<file path="src/rtl/poll_pkg.sv">
package poll_pkg;

  // Strobes from control to datapath
  typedef struct packed {
    logic loadAddr;   // capture address, clear counters
    logic runDelay;   // advance start-delay counter
    logic capFirst;   // capture bit 6 of first read of a pair
    logic incPair;    // count a completed toggling pair
  } strobe_t;

  // Status from datapath to control
  typedef struct packed {
    logic toggled;    // bit 6 of current read differs from stored one
    logic timeoutBit; // bit 5 of current read
    logic limitHit;   // current pair is the last one allowed
    logic delayDone;  // start delay elapsed
  } stat_t;

  typedef enum logic [2:0] {
    ST_IDLE = 3'd0,
    ST_WAIT = 3'd1,
    ST_RD1  = 3'd2,
    ST_RD2  = 3'd3,
    ST_FIN  = 3'd4
  } pstate_t;

endpackage

</file>
<file path="src/rtl/poll_dp.sv">
module poll_dp
  import poll_pkg::*;
#(
  parameter int ADDR_W         = 16,
  parameter int BANK_DELAY_CYC = 20000,
  parameter int POLL_LIMIT     = 256
) (
  input  logic              clk,
  input  logic              rst_n,
  input  strobe_t           sb,
  input  logic [ADDR_W-1:0] startAddr,
  input  logic [1:0]        rdBits,    // {bit6, bit5} of the returned byte
  output stat_t             st,
  output logic [ADDR_W-1:0] rdAddr
);

  localparam int DLY_W  = $clog2(BANK_DELAY_CYC + 1);
  localparam int POLL_W = (POLL_LIMIT < 2) ? 1 : $clog2(POLL_LIMIT);

  logic [ADDR_W-1:0] addrReg;
  logic [DLY_W-1:0]  delayCnt;
  logic              prevBit6;

  always_ff @(posedge clk or negedge rst_n) begin
    if (!rst_n) begin
      addrReg  <= '0;
      delayCnt <= '0;
      prevBit6 <= 1'b0;
    end else begin
      if (sb.loadAddr) begin
        addrReg  <= startAddr;
        delayCnt <= '0;
      end else if (sb.runDelay) begin
        delayCnt <= delayCnt + 1'b1;
      end
      if (sb.capFirst) prevBit6 <= rdBits[1];
    end
  end

  assign rdAddr        = addrReg;
  assign st.toggled    = rdBits[1] ^ prevBit6;
  assign st.timeoutBit = rdBits[0];
  assign st.delayDone  = (delayCnt == DLY_W'(BANK_DELAY_CYC - 1));

  generate
    if (POLL_LIMIT == 0) begin : g_noLimit
      assign st.limitHit = 1'b0;
    end else begin : g_limit
      logic [POLL_W-1:0] pairCnt;
      always_ff @(posedge clk or negedge rst_n) begin
        if (!rst_n)             pairCnt <= '0;
        else if (sb.loadAddr)   pairCnt <= '0;
        else if (sb.incPair)    pairCnt <= pairCnt + 1'b1;
      end
      assign st.limitHit = (pairCnt == POLL_W'(POLL_LIMIT - 1));
    end
  endgenerate

endmodule

</file>
<file path="src/rtl/poll_ctrl.sv">
module poll_ctrl
  import poll_pkg::*;
(
  input  logic    clk,
  input  logic    rst_n,
  input  logic    start,
  input  logic    crossBank,
  input  logic    rdAck,
  input  stat_t   st,
  output strobe_t sb,
  output logic    busy,
  output logic    done,
  output logic    pass,
  output logic    rdReq
);

  pstate_t state, stateNxt;
  logic    recheck, recheckNxt;
  logic    result, resultNxt;

  always_comb begin
    stateNxt   = state;
    recheckNxt = recheck;
    resultNxt  = result;
    sb         = '0;
    unique case (state)
      ST_IDLE: if (start) begin
        sb.loadAddr = 1'b1;
        recheckNxt  = 1'b0;
        stateNxt    = crossBank ? ST_WAIT : ST_RD1;
      end
      ST_WAIT: begin
        sb.runDelay = 1'b1;
        if (st.delayDone) stateNxt = ST_RD1;
      end
      ST_RD1: if (rdAck) begin
        sb.capFirst = 1'b1;
        stateNxt    = ST_RD2;
      end
      ST_RD2: if (rdAck) begin
        if (!st.toggled) begin
          resultNxt = 1'b1;
          stateNxt  = ST_FIN;
        end else if (recheck || st.limitHit) begin
          resultNxt = 1'b0;
          stateNxt  = ST_FIN;
        end else begin
          sb.incPair = 1'b1;
          if (st.timeoutBit) recheckNxt = 1'b1;
          stateNxt = ST_RD1;
        end
      end
      ST_FIN:  stateNxt = ST_IDLE;
      default: stateNxt = ST_IDLE;
    endcase
  end

  always_ff @(posedge clk or negedge rst_n) begin
    if (!rst_n) begin
      state   <= ST_IDLE;
      recheck <= 1'b0;
      result  <= 1'b0;
    end else begin
      state   <= stateNxt;
      recheck <= recheckNxt;
      result  <= resultNxt;
    end
  end

  assign busy  = (state != ST_IDLE);
  assign rdReq = (state == ST_RD1) || (state == ST_RD2);
  assign done  = (state == ST_FIN);
  assign pass  = done & result;

endmodule

</file>
<file path="src/rtl/status_toggle_poller.sv">
module status_toggle_poller
  import poll_pkg::*;
#(
  parameter int ADDR_W         = 16,
  parameter int BANK_DELAY_CYC = 20000,
  parameter int POLL_LIMIT     = 256
) (
  input  logic              clk,
  input  logic              rst_n,
  input  logic              start,
  input  logic              crossBank,
  input  logic [ADDR_W-1:0] startAddr,
  output logic              busy,
  output logic              done,
  output logic              pass,
  output logic              rdReq,
  output logic [ADDR_W-1:0] rdAddr,
  input  logic              rdAck,
  input  logic [7:0]        rdData
);

  strobe_t sb;
  stat_t   st;
  logic    unusedBits;

  assign unusedBits = ^{rdData[7], rdData[4:0]};

  poll_ctrl u_ctrl (
    .clk       (clk),
    .rst_n     (rst_n),
    .start     (start),
    .crossBank (crossBank),
    .rdAck     (rdAck),
    .st        (st),
    .sb        (sb),
    .busy      (busy),
    .done      (done),
    .pass      (pass),
    .rdReq     (rdReq)
  );

  poll_dp #(
    .ADDR_W         (ADDR_W),
    .BANK_DELAY_CYC (BANK_DELAY_CYC),
    .POLL_LIMIT     (POLL_LIMIT)
  ) u_dp (
    .clk       (clk),
    .rst_n     (rst_n),
    .sb        (sb),
    .startAddr (startAddr),
    .rdBits    (rdData[6:5]),
    .st        (st),
    .rdAddr    (rdAddr)
  );

endmodule

</file>
<file path="config.mk">
export PLATFORM = sky130hd
export DESIGN_NAME = status_toggle_poller
export DESIGN_NICKNAME = d
export VERILOG_FILES = /design/src/rtl/poll_pkg.sv /design/src/rtl/poll_dp.sv /design/src/rtl/poll_ctrl.sv /design/src/rtl/status_toggle_poller.sv
export SDC_FILE = /design/constraint.sdc
export NUM_CORES = 1
export LEC_CHECK = 0
export BUFFER_PORTS_ARGS = -buffer_cell sky130_fd_sc_hd__buf_2
export CORE_MARGIN = 4
export CORE_UTILIZATION = 53
export DETAILED_ROUTE_END_ITERATION = 8
export HOLD_SLACK_MARGIN = 0.15
export PLACE_DENSITY = 0.78
export SLEW_MARGIN = 5
export SYNTH_ARGS = -nofsm -noshare
export SYNTH_HDL_FRONTEND = slang
export SYNTH_SLANG_ARGS = --single-unit
</file>
<file path="constraint.sdc">
create_clock -name clk -period 2.4 [get_ports clk]
set_input_delay 0.24 -clock clk [delete_from_list [all_inputs] [get_ports clk]]
set_output_delay 0.24 -clock clk [all_outputs]
set_load 0.02 [all_outputs]
</file>
; ---- After elaboration in Yosys (flattened, before gate mapping)
; Index checks and enable logic that the tools add are counted.
; W data, S select, Z words.
[totals]
reg_bits = 45
input_bits = 29
out_inout_bits = 20
word_cells = 64
[classes]
n_addsub = 2
eq_ne = 14
n_mux = 29
bitwise = 2
reduce_logical = 10
[op_table]
columns = op, count
row1 = $mux W15, 2
row2 = $mux W3, 6
row3 = $mux W1, 16
row4 = $mux W8, 2
row5 = $add A15 B1 Y15 const B, 1
row6 = $eq A15 B15 Y1 const B, 1
row7 = $ne A2 B2 Y1 const B, 7
row8 = $pmux W3 S4, 1
row9 = $add A8 B1 Y8 const B, 1
row10 = $eq A8 B8 Y1 const B, 1
row11 = $eq A3 B2 Y1 const B, 2
row12 = $reduce_and A6 Y1, 1
row13 = $reduce_bool A2 Y1, 3
row14 = $reduce_and A4 Y1, 1
row15 = $eq A3 B1 Y1 const B, 1
row16 = $eq A3 B3 Y1 const B, 1
row17 = $logic_not A3 Y1, 1
row18 = $reduce_and A3 Y1, 1
row19 = $reduce_bool A3 Y1, 1
row20 = $logic_or A1 B1 Y1, 2
row21 = $mux W2, 1
row22 = $ne A2 B1 Y1 const B, 1
row23 = $pmux W1 S2, 1
row24 = $and A1 B1 Y1, 1
row25 = $xor A1 B1 Y1, 1

; ---- Depth between registers and ports, before layout
; Gate-level depths: netlist of the first run.
[logic_depth]
word_depth = 8
ltp_mapped = 6
ltp_nobuf = 5

; ---- Modules after synthesis
; A second synthesis of the first run with hierarchy kept.
[hier_totals]
hier_cells = 192
area_unflattened_um2 = 2128.3
[by_module_without_submodules]
columns = module, instances, cells_per_inst, area_each_um2, seq_area_each_um2
row1 = poll_dp, 1, 159, 1831.8, 1001.0
row2 = poll_ctrl, 1, 33, 296.5, 125.1

; ---- Worst setup path after synthesis of the first run
; Ideal clock, no wire load.
[synth_timing]
kind = register to register
from = register u_ctrl.state[0]
to = register u_dp.addrReg[10] (netlist: u_dp.rdAddr[10])
setup_time_ns = 0.125
t_arrival_ns = 1.759
t_required_ns = 2.275
path_slack_ns = 0.517
stages_incl_launch_ff = 6
path_buffers = 2
synth_period_minus_slack_ns = 1.883
cell_sequence = dfrtp_1 buf_6 or3_2 nor2_1 buf_4 mux2_2
[synth_via]
elab_chain_len = 2
[synth_lines]
columns = item, line_no
row1 = start: declaration, poll_ctrl.sv:17  ; pstate_t state, stateNxt;
row2 = start signal: assignment, poll_ctrl.sv:64  ; state <= stateNxt;
row3 = $logic_not A3 Y1, poll_ctrl.sv:26  ; unique case (state)
row4 = $mux W1, poll_ctrl.sv:26
row5 = end signal: assignment, poll_dp.sv:31  ; addrReg <= startAddr;
row6 = end: declaration, poll_dp.sv:20  ; logic [ADDR_W-1:0] addrReg;
; No other way between the ends.
; A chain may end at the register's enable or synchronous reset.

; ---- Final worst setup path of the first run
[layout_timing]
from = register u_ctrl.state[2]
to = register u_dp.g_limit.pairCnt[7]
[layout_via]
elab_chain_len = 3
word_cells_on_any_way = 6
classes_between = 1 x eq/ne / 3 x mux / 2 x reduce/logical
[layout_lines]
columns = item, line_no
row1 = $eq A3 B2 Y1 / $logic_not A3 Y1 (equally long branches), poll_ctrl.sv:26
row2 = $mux W1, poll_ctrl.sv:26
row3 = $reduce_bool A2 Y1 (no line) / $mux W8 (equally long branches), -
row4 = end signal: assignment, poll_dp.sv:53  ; else if (sb.incPair) pairCnt <= pairCnt + 1'b1;
row5 = end: declaration, poll_dp.sv:49  ; logic [POLL_W-1:0] pairCnt;
; Parallel ways exist; a longest one is shown, timed or not.

==> results of run 1 <==
cells by family (layout without fill, tap and decap cells):
family | after synthesis | in the layout | share of synthesized area
AND/OR/NAND/NOR | 74 | 74 | 0.1989
flip-flops | 45 | 45 | 0.5099
AO/OA/AOI/OAI | 38 | 38 | 0.1037
multiplexers | 19 | 19 | 0.09632
buffers and inverters | 16 | 60 | 0.04419
XOR/XNOR | 9 | 9 | 0.03569
adder cells (fa/ha/maj) | 2 | 2 | 0.01133
critical path: stages (launching register included):
cell and delay [ns]:
sky130_fd_sc_hd__dfrtp_1 0.49, sky130_fd_sc_hd__and4b_1 0.34, sky130_fd_sc_hd__o2111ai_1 0.35, sky130_fd_sc_hd__or4_1 0.60
sky130_fd_sc_hd__a21oi_1 0.17
registers in the layout, summed over array words and instances, names as in the netlist:
register	cells
u_ctrl.result	1
u_dp.delayCnt	15
u_dp.rdAddr	16
u_ctrl.recheck	1
u_dp.g_limit.pairCnt	8
u_ctrl.state	3
u_dp.prevBit6	1
path summary, 6_finish.rpt:
| kind | start | to | cells past startpoint |
|---|---|---|---|
| setup / recovery | u_ctrl.state[2]$_DFFE_PN0P_ | u_dp.g_limit.pairCnt[7]$_DFFE_PN0P_ | 4 |
| max in group asynchronous | rst_n | u_dp.g_limit.pairCnt[2]$_DFFE_PN0P_ | 3 |
| hold reg to reg | u_dp.rdAddr[9]$_DFFE_PN0P_ | u_dp.rdAddr[9]$_DFFE_PN0P_ | 1 |
| hold / removal | startAddr[11] | u_dp.rdAddr[11]$_DFFE_PN0P_ | 2 |
| min in group asynchronous | rst_n | u_dp.delayCnt[5]$_DFFE_PN0P_ | 2 |
| setup reg to reg | u_ctrl.state[2]$_DFFE_PN0P_ | u_dp.g_limit.pairCnt[7]$_DFFE_PN0P_ | 4 |
metrics by stage:
step	area [sq um]	cells	util
2_1_floorplan	2208	203	-
3_3_place_gp	2431	288	0.6034
3_5_place_dp	2431	288	0.6034
4_1_cts	2521	297	0.6258
5_1_grt	2521	297	0.6258
6_report	2521	297	0.6258
synthesized netlist by cell type (5+ instances only):
| master | count | area share |
|---|---|---|
| sky130_fd_sc_hd__dfrtp_1 | 45 | 0.51 |
| sky130_fd_sc_hd__mux2_2 | 17 | 0.087 |
| sky130_fd_sc_hd__nand2_1 | 15 | 0.025 |
| sky130_fd_sc_hd__a21oi_1 | 14 | 0.032 |
| sky130_fd_sc_hd__nor2_1 | 12 | 0.020 |
| sky130_fd_sc_hd__o21ai_0 | 11 | 0.025 |
| sky130_fd_sc_hd__nand3_1 | 7 | 0.016 |
| sky130_fd_sc_hd__nand4_1 | 7 | 0.020 |
| sky130_fd_sc_hd__inv_1 | 6 | 0.010 |
| sky130_fd_sc_hd__o31ai_1 | 6 | 0.020 |
| sky130_fd_sc_hd__or3_1 | 5 | 0.014 |
| sky130_fd_sc_hd__or4_1 | 5 | 0.017 |
| sky130_fd_sc_hd__xor2_1 | 5 | 0.020 |
timing repair:
item | in CTS | in global routing
endpoints found under the hold margin | 13 | 0
hold buffers | 1 | 0
resized for setup | 0 | 0
layout make-up:
type                    count  area, sq um
flip-flops and latches     45         1126
inverters                   6        22.52
clock buffers               8        80.08
multi-input cells         142        987.2
repair buffers             46        242.7
well taps                  50        62.56
fillers                   339         1508
layer usage:
metal / GRT usage / vias up
met5: 0 / -
met4: 0.06352 / 0
met3: 0.05402 / 6
met2: 0.2846 / 38
met1: 0.2097 / 807
li1: - / 822
report_power, final:
group / leakage [nW] / internal, mW / switching, mW / total (mW)
combinational: 0.516 / 0.430 / 0.579 / 1.01
clock: 0.0395 / 0.207 / 0.241 / 0.448
sequential: 0.581 / 0.981 / 0.166 / 1.15
total: 1.14 / 1.62 / 0.986 / 2.60
==> impl_metrics.tcl, run 1 <==
set metrics [dict create \
    synth_cells 203 \
    finalPower_mw 2.605 \
    mostFrequentLayoutCells "sky130_fd_sc_hd__dfrtp_1 (45), sky130_fd_sc_hd__buf_2 (42), sky130_fd_sc_hd__mux2_2 (17)" \
    slew_headroom 0.5399 \
    antenna_left 0 \
    dr_wl_met3_um 209 \
    grt_pass1_vias 1670 \
    setup_viol_count_final 0 \
    yosys.cell_types.count 40 \
    finalWorstSetupSlack_ns 0.3706 \
    worstHoldPathType "in2reg" \
    pin_count_of_the_biggest_net_entering_global_routing 33 \
    max-clock-path-buffers 2 \
    start_util 0.5481 \
    die_height_um 72.55 \
    avg_inst_size_synth_sq_um 10.88 \
    first_pass_grt_wire_length_mm 7.127 \
    met2WireLength_mm 1.985 \
    synthesis.area_sq_um 2208 \
    drt-met1-wl_mm 1.839 \
    crit_path_max_fanout 11 \
    clockRootBuffer "sky130_fd_sc_hd__clkbuf_8" \
    num_rows 23 \
    critical_path_arrival_ns 2.25 \
    clock_tree.htree_level_count 2 \
    run_status "complete, no violations" \
    chipWidth_um 72.55 \
    critPathKind "reg2reg" \
    max-cap-violations 0 \
    total_leakage_power_nw 1.137 \
    proportion_of_synthesized_chip_area_in_sequential_cells 0.5099 \
    drt-pass1-iter-count 4 \
    max_layer_used "met4" \
    part_of_the_cycle_the_worst_path_needs 0.8456 \
    drive_gt1_frac 0.3036 \
    postSynthRegisterBits 45 \
    globalRouteTotalUtil 0.1717 \
    grt_ovf 0 \
    grt_antenna_before_repair 0 \
    cts.sinks 45 \
    count_of_inserted_antenna_diode_cells 0 \
    powerDensity_nw_per_um2 1033 \
    clock_tree_from_tritoncts "built" \
    detail_route.vias_per_cell 5.633 \
    finalMaxSlewViolations 0 \
    fin_nets 277 \
    drc 0 \
    post-cts-setup-buffers 0 \
    final.hold.worst_slack_ns 0.1685 \
    flow.area_growth_from_synthesis_pct 14.16 \
    hold_viol_final 0 \
    postSynth.asyncResetShare 1.000 \
    critPathRequiredTime_ns 2.62 \
    buffer_ports.inserted 42 \
    startpoint_type "register" \
    coreArea_sq_um 4029 \
    finalSetupTns_ns 0 \
    synth.yosys.warnings 0 \
    pre_cts_ws_ns 0.4002 \
    post_route_skew_ns 0.006092 \
    detailed_place_hpwl_mm 2.939 \
    floorplan.die_area_sq_um 5264 \
    gpl.final_weighted_congestion 0.8310 \
    drt-wirelength-per-cell_um 13.78 \
    detail_route.iter0.violations 131 \
    ys_dominant_reg_cell "sky130_fd_sc_hd__dfrtp_1" \
    vias 1673 \
    mappedNetlistNets 234 \
    rsz0062_at_grt "no" \
    peakVddDrop_uv 667.4 \
    setup.reg_to_reg.worst_slack_ns 0.37 \
    timing.critical_path.to_type "register" \
    clk_transition_reported_paths_ns 0.08 \
    num_cts_buffers 5 \
    floorplan.io_pins 49 \
    wl_mm 4.094 \
    synth-edff-count 0 \
    tightest_slew_ns 0.6895 \
    clock.fmax_mhz 492.8 \
    clk_latency_ns 0.30 \
    commonest_non_fill_non_tap_cell_in_the_layout "sky130_fd_sc_hd__dfrtp_1" \
    post-route-min-period_ns 2.029 \
]
Power figures use the tool's default switching activity.
==> run 2: changes to the inputs <==
- CORE_UTILIZATION: 53 -> 48
- PLACE_DENSITY: 0.78 -> 0.75
- clock period: 2.4 -> 1.8 ns (I/O delays scaled with it)
==> run 2 against run 1 <==
Against the previous run: sequential power increased by 32%; via count rose by 13%; critical path depth stayed put; global-route usage up 2.3 points; design area up 17%; fmax grew 17%; clock-buffer cell count decreased by 3; register-to-register slack got worse by 0.31 ns; critical endpoint is now u_dp.rdAddr[6]$_DFFE_PN0P_.
==> impl_metrics.tcl, run 2 (synthesized netlist as in run 1, its figures left out) <==
set metrics [dict create \
    coreArea_sq_um 4414 \
    clock_tree_from_tritoncts "built" \
    grt_ovf 0 \
    wl_mm 4.929 \
    place_area_sq_um 2597 \
    fin_nets 316 \
    globalRouteTotalUtil 0.1949 \
    power_frac_comb 0.438 \
    drc 0 \
    floorplan.io_pins 49 \
    grt_pass1_vias 1895 \
    flow.area_growth_from_synthesis_pct 33.20 \
    commonest_non_fill_non_tap_cell_in_the_layout "sky130_fd_sc_hd__dfrtp_1" \
    pin_count_of_the_biggest_net_entering_global_routing 34 \
    vias 1888 \
    num_rows 24 \
    total_leakage_power_nw 1.355 \
    detail_route.iter0.violations 81 \
    setup.reg_to_reg.worst_slack_ns 0.06 \
    internal_power_mw 2.329 \
    seq_power_share 0.407 \
    clk_transition_reported_paths_ns 0.08 \
    power_switching_share 0.3753 \
    nFillCells 327 \
    p_switching_mw 1.399 \
    largest_reg_flops 16 \
    cts.sinks 45 \
    path_cells "or3_4 > nor2_2 > buf_12 > mux2_2" \
    clockRootBuffer "sky130_fd_sc_hd__clkbuf_8" \
    setup_viol_count_final 0 \
    clk_latency_ns 0.30 \
    start_util 0.5003 \
    post-route-min-period_ns 1.740 \
    chipWidth_um 75.83 \
    drt-pass1-iter-count 4 \
    detailed_place_hpwl_mm 3.307 \
    crit_path_max_fanout 33 \
    timing.critical_path.to_type "register" \
    gate_family_responsible_for_the_most_delay_along_the_worst_path "simple AND/OR/NAND/NOR gates" \
    critPathRequiredTime_ns 1.98 \
    worstHoldPathType "in2reg" \
    detail_route.vias_per_cell 5.619 \
    final_cell_area_sq_um 2942 \
    pre_cts_ws_ns -0.01298 \
    power.clock.fraction 0.155 \
    critical_path_buf_inv_count 1 \
    clock_tree.htree_level_count 2 \
    peakVddDrop_uv 1035 \
    antenna_left 0 \
    count_of_inserted_antenna_diode_cells 0 \
    critical-path-slowest-cell "sky130_fd_sc_hd__dfrtp_2" \
    critPathKind "reg2reg" \
    floorplan.die_area_sq_um 5750 \
    powerDensity_nw_per_um2 1267 \
    hold_viol_final 0 \
    slew_headroom 0.6389 \
    max-cap-violations 0 \
    startpoint_type "register" \
    run_status "complete, no violations" \
    critical_path.max_stage_delay_ns 0.46 \
    drt-wirelength-per-cell_um 14.67 \
    mostFrequentLayoutCells "sky130_fd_sc_hd__dfrtp_1 (43), sky130_fd_sc_hd__buf_2 (42), sky130_fd_sc_hd__buf_4 (21)" \
    finalMaxSlewViolations 0 \
    num_cts_buffers 5 \
    first_pass_grt_wire_length_mm 8.445 \
    clock.fmax_mhz 574.6 \
    grt_antenna_before_repair 0 \
    die_height_um 75.83 \
    gpl.final_weighted_congestion 0.8600 \
    max-clock-path-buffers 2 \
    critical_path_arrival_ns 1.92 \
    post-route-util 0.6664 \
    post_route_skew_ns 0.009523 \
    drive_gt1_frac 0.3768 \
    buffer_ports.inserted 42 \
    tightest_slew_ns 0.5417 \
    finalWorstSetupSlack_ns 0.05971 \
    part_of_the_cycle_the_worst_path_needs 0.9668 \
]
-- run 2: cell types whose count changed in the layout (fill, tap and decap cells not counted), moves of 2 or more --
cell                            change
sky130_fd_sc_hd__dfrtp_1            -2
sky130_fd_sc_hd__clkbuf_1           -3
sky130_fd_sc_hd__or4b_4             +2
sky130_fd_sc_hd__dlygate4sd3_1     +19
sky130_fd_sc_hd__buf_4             +18
sky130_fd_sc_hd__dfrtp_2            +2
sky130_fd_sc_hd__or4b_1             -2
sky130_fd_sc_hd__buf_12             +2
-- run 2: metal layers --
metal	up-vias	GRT usage	part of all wire
li1	901	-	-
met5	-	0	0
met4	0	0.07767	0.0085
met1	933	0.2289	0.43
met2	49	0.3384	0.51
met3	5	0.05013	0.050
-- run 2: timing repair --
action                     4_1_cts  5_1_grt
hold buffers                    20        0
hold endpoints to repair        39        0
pin swaps                        3        3
setup endpoints to repair        1       12
resized for setup                5        7
setup buffers                    1        1
-- run 2: power by group through the flow --
stage | logic [mW] | registers [mW] | clock network (mW)
after CTS | 1.62 | 1.51 | 0.588
after global placement | 1.50 | 1.50 | 0
after global routing | 1.77 | 1.56 | 0.625
after detailed placement | 1.54 | 1.52 | 0
after floorplan | 0.860 | 1.70 | 0
final | 1.63 | 1.52 | 0.577
-- run 2: tightest hold or removal path, cell delays in order --
cell and delay [ns]:
sky130_fd_sc_hd__buf_2 0.09, sky130_fd_sc_hd__a21oi_1 0.05, sky130_fd_sc_hd__o21ai_0 0.06, sky130_fd_sc_hd__o22ai_1 0.07
-- run 2: cell type report --
cell class              instances  area (sq um)  area share
clock buffers                   5         68.82     0.02339
clock inverters                 1         5.005    0.001701
inverters                       6         22.52    0.007656
multi-input cells             142          1044      0.3547
flip-flops and latches         45          1129      0.3837
well taps                      52         65.06     0.02212
repair buffers                 85         608.1      0.2067
-- run 2: metrics by stage --
step	power [mW]	hold slack [ns]	setup TNS, ns	std cells
finish	3.728	0.1946	0	336
global route	3.961	0.2255	-0.01874	336
CTS	3.714	0.1889	-0.002300	335
detailed placement	3.063	0.1925	-0.01298	308
global placement	3.005	0.1860	0	308
floorplan	2.563	-0.1156	0	203
-- run 2: final timing paths --
check,to,cells after the start,start
worst max-delay path,u_dp.rdAddr[6]$_DFFE_PN0P_,4,u_ctrl.state[1]$_DFFE_PN0P_
min in group asynchronous,u_dp.delayCnt[14]$_DFFE_PN0P_,2,rst_n
worst max register to register,u_dp.rdAddr[6]$_DFFE_PN0P_,4,u_ctrl.state[1]$_DFFE_PN0P_
worst min register to register,u_dp.rdAddr[5]$_DFFE_PN0P_,1,u_dp.rdAddr[5]$_DFFE_PN0P_
worst min-delay path,u_ctrl.state[1]$_DFFE_PN0P_,4,crossBank
max in group asynchronous,u_dp.g_limit.pairCnt[4]$_DFFE_PN0P_,3,rst_n
